## config.mk

```make
export PLATFORM = sky130hd
export DESIGN_NAME = spi_queue_master
export DESIGN_NICKNAME = d
export VERILOG_FILES = /design/src/rtl/spi_q_pkg.sv /design/src/rtl/spi_q_regs.sv /design/src/rtl/spi_q_baud.sv /design/src/rtl/spi_q_engine.sv /design/src/rtl/spi_queue_master.sv
export SDC_FILE = /design/constraint.sdc
export NUM_CORES = 2
export LEC_CHECK = 0
export CAP_MARGIN = 30
export CORE_UTILIZATION = 25
export CTS_BUF_LIST = sky130_fd_sc_hd__clkbuf_8
export CTS_CLUSTER_SIZE = 12
export DETAILED_ROUTE_END_ITERATION = 10
export DONT_BUFFER_PORTS = 1
export PLACE_DENSITY = 0.42
export SLEW_MARGIN = 5
export SYNTH_ARGS = -nofsm -noshare
export SYNTH_HDL_FRONTEND = slang
export SYNTH_SLANG_ARGS = --single-unit
```

## constraint.sdc

```tcl
create_clock -name clk -period 3.48 [get_ports clk]
set_clock_uncertainty 0.1 [all_clocks]
set_input_delay 0.348 -clock clk [delete_from_list [all_inputs] [get_ports clk]]
set_output_delay 0.348 -clock clk [all_outputs]
set_load 0.03 [all_outputs]
```

## src/rtl/spi_q_pkg.sv

```systemverilog
// Shared constants, types and helpers for the queued SPI master.
// Assumes byte-wide registers on a 9-bit byte address space.
package spi_q_pkg;
    localparam int NSLOT    = 16;
    localparam int SLOTW    = $clog2(NSLOT);
    localparam int AW       = 9;
    localparam int DIVW     = 8;
    localparam int MIN_DIV  = 8;
    localparam int WMAX     = 16;
    localparam int CNTW     = $clog2(WMAX) + 1;

    localparam logic [AW-1:0] OFF_DIV   = 9'h000;
    localparam logic [AW-1:0] OFF_MODE  = 9'h004;
    localparam logic [AW-1:0] OFF_FIRST = 9'h010;
    localparam logic [AW-1:0] OFF_LAST  = 9'h014;
    localparam logic [AW-1:0] OFF_CTRL  = 9'h018;
    localparam logic [AW-1:0] OFF_STAT  = 9'h020;
    localparam logic [AW-1:0] TX_BASE   = 9'h040;
    localparam logic [AW-1:0] RX_BASE   = 9'h0C0;
    localparam logic [AW-1:0] CMD_BASE  = 9'h140;

    typedef enum logic [2:0] {
        S_IDLE, S_LOAD, S_SHIFT, S_DONE, S_GAP
    } eng_state_t;

    // Word width from the slot's wide bit and the mode width field.
    function automatic logic [CNTW-1:0] word_bits(input logic wide,
                                                    input logic [3:0] fld);
        if (wide || fld == 4'd0) return CNTW'(WMAX);
        else if (fld < 4'd8)     return CNTW'(8);
        else                     return CNTW'(fld);
    endfunction
endpackage

```

## src/rtl/spi_q_regs.sv

```systemverilog
// Register file and slot storage for the queued SPI master.
// Holds configuration, per-slot transmit/receive/command bytes and
// the completion flag. Assumes single-cycle byte writes; reads are
// combinational from the address.
module spi_q_regs
    import spi_q_pkg::*;
(
    input  logic              clk,
    input  logic              rst_n,
    input  logic              reg_we,
    input  logic [AW-1:0]     reg_addr,
    input  logic [7:0]        reg_wdata,
    output logic [7:0]        reg_rdata,
    input  logic              eng_busy,
    input  logic              eng_fin,
    input  logic              rx_we,
    input  logic [SLOTW-1:0]  rx_slot,
    input  logic [WMAX-1:0]   rx_word,
    input  logic [SLOTW-1:0]  eng_slot,
    output logic [WMAX-1:0]   tx_word,
    output logic [7:0]        cmd_byte,
    output logic [DIVW-1:0]   div_q,
    output logic [7:0]        mode_q,
    output logic [SLOTW-1:0]  first_q,
    output logic [SLOTW-1:0]  last_q,
    output logic              go,
    output logic              run_spe,
    output logic              run_done,
    output logic              irq
);
    logic [7:0] tx_hi [NSLOT];
    logic [7:0] tx_lo [NSLOT];
    logic [7:0] rx_hi [NSLOT];
    logic [7:0] rx_lo [NSLOT];
    logic [7:0] cmd_m [NSLOT];
    logic       cont_q, ie_q;

    logic [AW-1:0] tx_off, rx_off, cmd_off;
    logic          in_tx, in_rx, in_cmd;
    logic [SLOTW-1:0] tx_s, rx_s, cmd_s;

    // Decode the slot regions from the address.
    always_comb begin
        tx_off  = reg_addr - TX_BASE;
        rx_off  = reg_addr - RX_BASE;
        cmd_off = reg_addr - CMD_BASE;
        in_tx   = (tx_off  < AW'(NSLOT*8)) && (tx_off[1:0]  == 2'b00);
        in_rx   = (rx_off  < AW'(NSLOT*8)) && (rx_off[1:0]  == 2'b00);
        in_cmd  = (cmd_off < AW'(NSLOT*4)) && (cmd_off[1:0] == 2'b00);
        tx_s    = tx_off[SLOTW+2:3];
        rx_s    = rx_off[SLOTW+2:3];
        cmd_s   = cmd_off[SLOTW+1:2];
    end

    assign go = reg_we && (reg_addr == OFF_CTRL) && reg_wdata[6] && !eng_busy && !run_spe;

    // Per-slot storage, one register group per slot.
    for (genvar s = 0; s < NSLOT; s++) begin : g_slot
        // Software writes transmit and command bytes; engine writes receive.
        always_ff @(posedge clk) begin
            if (!rst_n) begin
                tx_hi[s] <= '0;
                tx_lo[s] <= '0;
                rx_hi[s] <= '0;
                rx_lo[s] <= '0;
                cmd_m[s] <= '0;
            end else begin
                if (reg_we && in_tx && tx_s == SLOTW'(s)) begin
                    if (tx_off[2]) tx_lo[s] <= reg_wdata;
                    else           tx_hi[s] <= reg_wdata;
                end
                if (reg_we && in_cmd && cmd_s == SLOTW'(s))
                    cmd_m[s] <= reg_wdata;
                if (rx_we && rx_slot == SLOTW'(s))
                    {rx_hi[s], rx_lo[s]} <= rx_word;
            end
        end
    end

    // Configuration, control and completion flag.
    always_ff @(posedge clk) begin
        if (!rst_n) begin
            div_q    <= DIVW'(MIN_DIV);
            mode_q   <= 8'hA3;
            first_q  <= '0;
            last_q   <= '0;
            cont_q   <= 1'b0;
            run_spe  <= 1'b0;
            ie_q     <= 1'b0;
            run_done <= 1'b0;
        end else begin
            if (reg_we) begin
                case (reg_addr)
                    OFF_DIV:   div_q   <= reg_wdata;
                    OFF_MODE:  mode_q  <= reg_wdata;
                    OFF_FIRST: first_q <= reg_wdata[SLOTW-1:0];
                    OFF_LAST:  last_q  <= reg_wdata[SLOTW-1:0];
                    OFF_CTRL: begin
                        cont_q <= reg_wdata[7];
                        ie_q   <= reg_wdata[5];
                        if (go) run_spe <= 1'b1;
                    end
                    OFF_STAT:  run_done <= run_done & reg_wdata[0];
                    default: ;
                endcase
            end
            if (eng_fin) begin
                run_spe  <= 1'b0;
                run_done <= 1'b1;
            end
        end
    end

    assign irq      = run_done && ie_q;
    assign tx_word  = {tx_hi[eng_slot], tx_lo[eng_slot]};
    assign cmd_byte = cmd_m[eng_slot];

    // Read data multiplexer.
    always_comb begin
        reg_rdata = 8'h00;
        if (in_tx)       reg_rdata = tx_off[2] ? tx_lo[tx_s] : tx_hi[tx_s];
        else if (in_rx)  reg_rdata = rx_off[2] ? rx_lo[rx_s] : rx_hi[rx_s];
        else if (in_cmd) reg_rdata = cmd_m[cmd_s];
        else begin
            case (reg_addr)
                OFF_DIV:   reg_rdata = div_q;
                OFF_MODE:  reg_rdata = mode_q;
                OFF_FIRST: reg_rdata = 8'(first_q);
                OFF_LAST:  reg_rdata = 8'(last_q);
                OFF_CTRL:  reg_rdata = {cont_q, run_spe, ie_q, 5'b0};
                OFF_STAT:  reg_rdata = {6'b0, eng_busy, run_done};
                default:   reg_rdata = 8'h00;
            endcase
        end
    end
endmodule

```

## src/rtl/spi_q_baud.sv

```systemverilog
// Half-period tick generator for SCK. Emits one tick every
// max(divisor, MIN_DIV) clocks while run is high; restarts when run drops.
module spi_q_baud
    import spi_q_pkg::*;
(
    input  logic            clk,
    input  logic            rst_n,
    input  logic            run,
    input  logic [DIVW-1:0] div_raw,
    output logic            tick
);
    logic [DIVW-1:0] cnt_q;
    logic [DIVW-1:0] div_eff;

    assign div_eff = (div_raw < DIVW'(MIN_DIV)) ? DIVW'(MIN_DIV) : div_raw;
    assign tick    = run && (cnt_q == div_eff - DIVW'(1));

    // Count clocks within one SCK half period.
    always_ff @(posedge clk) begin
        if (!rst_n || !run || tick) cnt_q <= '0;
        else                        cnt_q <= cnt_q + DIVW'(1);
    end
endmodule

```

## src/rtl/spi_q_engine.sv

```systemverilog
// Slot sequencer, shift register and chip-select driver.
// Walks slots from first to last index, serializes each word MSB first
// using half-period ticks, and writes the received word back.
// Assumes mode and pointers stay constant during a run.
module spi_q_engine
    import spi_q_pkg::*;
(
    input  logic             clk,
    input  logic             rst_n,
    input  logic             go,
    input  logic [SLOTW-1:0] first_ptr,
    input  logic [SLOTW-1:0] last_ptr,
    input  logic [5:0]       mode,
    input  logic [WMAX-1:0]  tx_word,
    input  logic [7:0]       cmd_byte,
    input  logic             tick,
    input  logic             miso,
    output logic             run,
    output logic [SLOTW-1:0] slot,
    output logic             rx_we,
    output logic [WMAX-1:0]  rx_word,
    output logic             fin,
    output logic             busy,
    output logic             sck_int,
    output logic             mosi,
    output logic [3:0]       cs_n
);
    eng_state_t      state;
    logic            keep_q;
    logic [CNTW-1:0] nbits_q;
    logic [CNTW-1:0] edge_q;
    logic [WMAX-1:0] txsh, rxsh;
    logic            gap_q;
    logic [CNTW-1:0] nb_new;
    logic            samp, shf, last_edge;

    // Width of the slot about to load and edge classification.
    always_comb begin
        nb_new    = word_bits(cmd_byte[6], mode[5:2]);
        samp      = mode[0] ? edge_q[0] : !edge_q[0];
        shf       = !samp && (edge_q != '0);
        last_edge = ({1'b0, edge_q} == ({nbits_q, 1'b0} - (CNTW+1)'(1)));
    end

    // Sequencer state, shifters and chip selects.
    always_ff @(posedge clk) begin
        if (!rst_n) begin
            state   <= S_IDLE;
            slot    <= '0;
            keep_q  <= 1'b0;
            nbits_q <= CNTW'(8);
            edge_q  <= '0;
            txsh    <= '0;
            rxsh    <= '0;
            gap_q   <= 1'b0;
            sck_int <= 1'b0;
            cs_n    <= 4'hF;
        end else begin
            case (state)
                S_IDLE: begin
                    sck_int <= 1'b0;
                    if (go) begin
                        slot  <= first_ptr;
                        state <= S_LOAD;
                    end
                end
                S_LOAD: begin
                    keep_q  <= cmd_byte[7];
                    nbits_q <= nb_new;
                    txsh    <= tx_word << (CNTW'(WMAX) - nb_new);
                    rxsh    <= '0;
                    cs_n    <= cmd_byte[3:0];
                    edge_q  <= '0;
                    sck_int <= 1'b0;
                    state   <= S_SHIFT;
                end
                S_SHIFT: begin
                    if (tick) begin
                        sck_int <= !sck_int;
                        if (samp) rxsh <= {rxsh[WMAX-2:0], miso};
                        if (shf)  txsh <= {txsh[WMAX-2:0], 1'b0};
                        edge_q <= edge_q + CNTW'(1);
                        if (last_edge) state <= S_DONE;
                    end
                end
                S_DONE: begin
                    if (!keep_q) cs_n <= 4'hF;
                    if (slot == last_ptr) begin
                        state <= S_IDLE;
                    end else begin
                        slot  <= slot + SLOTW'(1);
                        gap_q <= 1'b0;
                        state <= keep_q ? S_LOAD : S_GAP;
                    end
                end
                S_GAP: begin
                    if (tick) begin
                        if (gap_q) state <= S_LOAD;
                        gap_q <= 1'b1;
                    end
                end
                default: state <= S_IDLE;
            endcase
        end
    end

    assign run     = (state == S_SHIFT) || (state == S_GAP);
    assign busy    = (state != S_IDLE);
    assign rx_we   = (state == S_DONE);
    assign fin     = rx_we && (slot == last_ptr);
    assign rx_word = rxsh & (16'hFFFF >> (CNTW'(WMAX) - nbits_q));
    assign mosi    = txsh[WMAX-1];
endmodule

```

## src/rtl/spi_queue_master.sv

```systemverilog
// Queued SPI master top: register file, SCK tick generator and
// slot engine. SCK is the engine's internal phase XOR the CPOL bit.
module spi_queue_master
    import spi_q_pkg::*;
(
    input  logic          clk,
    input  logic          rst_n,
    input  logic          reg_we,
    input  logic [8:0]    reg_addr,
    input  logic [7:0]    reg_wdata,
    output logic [7:0]    reg_rdata,
    output logic          irq,
    output logic          sck,
    output logic          mosi,
    input  logic          miso,
    output logic [3:0]    cs_n
);
    logic             eng_busy, eng_fin, rx_we, go_pulse, run_spe, run_done;
    logic             baud_run, tick, sck_int;
    logic [SLOTW-1:0] eng_slot, first_q, last_q;
    logic [WMAX-1:0]  tx_word, rx_word;
    logic [7:0]       cmd_byte, cfg_mode;
    logic [DIVW-1:0]  div_q;

    spi_q_regs u_regs (
        .clk(clk), .rst_n(rst_n), .reg_we(reg_we), .reg_addr(reg_addr),
        .reg_wdata(reg_wdata), .reg_rdata(reg_rdata), .eng_busy(eng_busy),
        .eng_fin(eng_fin), .rx_we(rx_we), .rx_slot(eng_slot), .rx_word(rx_word),
        .eng_slot(eng_slot), .tx_word(tx_word), .cmd_byte(cmd_byte),
        .div_q(div_q), .mode_q(cfg_mode), .first_q(first_q), .last_q(last_q),
        .go(go_pulse), .run_spe(run_spe), .run_done(run_done), .irq(irq)
    );

    spi_q_baud u_baud (
        .clk(clk), .rst_n(rst_n), .run(baud_run), .div_raw(div_q), .tick(tick)
    );

    spi_q_engine u_eng (
        .clk(clk), .rst_n(rst_n), .go(go_pulse), .first_ptr(first_q),
        .last_ptr(last_q), .mode(cfg_mode[5:0]), .tx_word(tx_word),
        .cmd_byte(cmd_byte), .tick(tick), .miso(miso), .run(baud_run),
        .slot(eng_slot), .rx_we(rx_we), .rx_word(rx_word), .fin(eng_fin),
        .busy(eng_busy), .sck_int(sck_int), .mosi(mosi), .cs_n(cs_n)
    );

    assign sck = sck_int ^ cfg_mode[1];
endmodule

```

==> results_dict.tcl <==
set metrics [dict create \
    slew-limit-headroom_pct 11.5 \
    syn_nets 3326 \
    final_antenna_net_count 0 \
    critPathKind "primary input to output port" \
    ys_seq_elements 736 \
    grt_use_total_pct 16.6 \
    seq_area_um2 18600 \
    num_io_pins 36 \
    fin_crit_ns 3.61 \
    multi_input_area_um2 17400 \
    fmax_mhz 277 \
    initial_utilization_pct 25.3 \
    first_pass_iters 6 \
    period_share_pct 104 \
    drt_first_iter_violations 2089 \
    die_y_um 386 \
    rsz0062_at_grt "yes" \
    grt_pass1_wl_mm 182 \
    worst_pin_slew_ns 1.33 \
    gp_congestion 0.854 \
    cts_root_buffer "clkbuf_8" \
    antenna_found_initial 12 \
    cts_tree "done" \
    power-per-cell-area_nw_per_um2 444 \
    drive_gt1_share_pct 21.4 \
    h-tree-depth 4 \
    ys_seq_area_share_pct 50.3 \
    post-route-util_pct 29.9 \
    portBuffers 0 \
    routed_via_density 4.85 \
    wl_mm 124 \
    final_cells 5456 \
    synthCells 3289 \
    dp_cells 5134 \
    syn2layout_area_growth_pct 18.4 \
    start_kind "primary input" \
    wl_per_cell_um 22.8 \
    setup_viol 6 \
    nFillCells 15100 \
    crit_required_ns 3.03 \
    vdd_ir_drop_max_uv 274 \
    clkSlewWorstSetupHoldPaths_ns 0.06 \
    grt_max_degree 232 \
    ys_types 78 \
    first_global_vias 26400 \
    hpwl_mm 78.6 \
    die_w_um 386 \
    vias 26500 \
    arrival_ns 3.16 \
    final_cell_mix "nand2_1, and2_1, edfxtp_1, dfxtp_1, a21oi_1" \
    cp_max_fo 171 \
    syn_avg_cell_area_um2 11.2 \
    drc 0 \
    setup_ws_ns -0.131 \
    violations "setup timing" \
    crit_path_end_kind "output port" \
    num_rows 140 \
    hold_violations 0 \
    leakagePower_uw 0.0145 \
    ys_warn_count 0 \
    grt_overflow 0 \
    nets 3462 \
    core_um2 146000 \
    cts_buffers 139 \
    slew_violations 0 \
    ys.flop_type "edfxtp_1" \
    outcome "finished with violations" \
    synth_area_um2 36900 \
    clk_latency_ns 0.84 \
    maxCapViolCount 0 \
    synth_edf_count 384 \
    synthArstFlopShare_pct 0 \
    hp-class "primary input to flop" \
    layout_commonest_cell "nand2_1" \
    dieArea_um2 149000 \
    cts.path.max_buffers 3 \
    cts.sinks 736 \
]
[kinds of logic (layout without fill, tap and decap cells)]
| kind of cell | after synthesis | count (layout) | synth area share, % |
|---|---|---|---|
| XOR/XNOR | 33 | 33 | 0.783 |
| buffers and inverters | 298 | 540 | 3.20 |
| AND/OR/NAND/NOR | 1338 | 1338 | 17.3 |
| flip-flops | 736 | 736 | 50.3 |
| other | 0 | 8 | 0 |
| AO/OA/AOI/OAI | 526 | 526 | 8.33 |
| multiplexers | 342 | 342 | 19.5 |
| adder cells (fa/ha/maj) | 16 | 16 | 0.542 |
[cell type report]
cell class,instances,area share (%)
clock buffer,162,5.10
timing repair buffer,266,5.62
tap,1917,5.49
clock inverter,85,1.15
sequential,736,42.6
multi-input combinational,2255,39.8
inverter,27,0.255
antenna,8,0.0458
[critical path: stages]
cell and delay, ns:
nand2b_1 0.43, dlygate4sd3_1 0.58, nor3_2 0.15, buf_4 0.19
a222oi_1 0.09, a21oi_1 0.25, a211oi_2 0.07, a21oi_1 0.19
nand2_1 0.09, o21ai_2 0.15, buf_6 0.19
[final timing paths]
check,start,endpoint,slack (ns),cells past startpoint
worst max-delay path,reg_addr[3],reg_rdata[2],-0.13,11
worst min-delay path,reg_addr[5],u_regs.cmd_m[3][6]$_SDFFCE_PN0P_,0.10,3
worst max register to register,flop,u_eng.txsh[14]$_SDFFE_PN0P_,0.19,8
worst min register to register,u_regs.rx_lo[116]$_SDFFE_PN0P_,u_regs.rx_lo[116]$_SDFFE_PN0P_,0.35,2
[state kept, by name, summed over array words and instances, names as in the netlist, 3 cells and up, named ones only]
name	flops
u_baud.cnt_q	8
u_eng.cs_n	4
u_eng.edge_q	5
u_eng.nbits_q	5
u_eng.rxsh	16
u_eng.slot	4
u_eng.state	3
u_eng.txsh	16
u_regs.cmd_m	128
u_regs.div_q	8
u_regs.first_q	4
u_regs.last_q	4
u_regs.mode_q	8
u_regs.rx_hi	128
u_regs.rx_lo	128
u_regs.tx_hi	128
u_regs.tx_lo	128
[metrics by stage]
stage               power (µW)  TNS (ns)  setup WS, ns  hold WS (ns)  instance area (µm²)
floorplan                10500  -0.00235      -0.00235         0.333                36900
global placement         10800         0        0.0412         0.338                39900
detailed placement       10800         0       0.00906         0.344                39900
CTS                      19600    -0.798        -0.231       0.00260                43600
global route             20100     -1.00        -0.247        0.0609                43700
finish                   19400    -0.387        -0.131         0.102                43700
[synthesized netlist by cell type (all sizes together), types with 5 or more instances]
library cell | number | area share [%]
nand2 | 549 | 5.6
and2 | 395 | 6.7
edfxtp | 384 | 31
dfxtp | 352 | 19
a21oi | 318 | 4.3
mux4 | 299 | 18
nor2 | 228 | 2.3
clkbuf | 213 | 2.2
o21ai | 79 | 1.1
nand3 | 63 | 0.85
buf | 58 | 0.75
a22oi | 51 | 1.1
mux2i | 38 | 1.0
nor3 | 27 | 0.38
inv | 25 | 0.25
xnor2 | 19 | 0.45
ha | 16 | 0.54
nor2b | 14 | 0.24
xor2 | 14 | 0.33
and3 | 13 | 0.22
nand4 | 13 | 0.22
o211ai | 10 | 0.20
nand2b | 8 | 0.14
nor4 | 8 | 0.18
a221oi | 7 | 0.20
a31oi | 7 | 0.14
a211oi | 5 | 0.13
a222oi | 5 | 0.14
a32o | 5 | 0.14
mux2 | 5 | 0.16
o2bb2ai | 5 | 0.12
or2 | 5 | 0.085
[power breakdown]
group	internal, µW	switching [µW]
logic	586	738
registers	9360	146
clock network	4550	4010
[metal layers]
metal	share of wire, %	wire length, µm	GRT usage (%)	up-vias
met1	45	56300	22.4	13400
met2	46	57800	26.4	670
met4	2.3	2840	5.12	12
met5	0.059	73	0	-
met3	6.0	7480	3.72	162
li1	-	-	-	12200
[timing repair]
item,CTS,global route
pin swaps,10,3
buffers inserted,0,1
cloned,0,0
hold endpoints to repair,839,0
resized for setup,39,18
endpoints found under the setup margin,9,28
hold buffers,64,0
(Power assumes the default switching activity.)
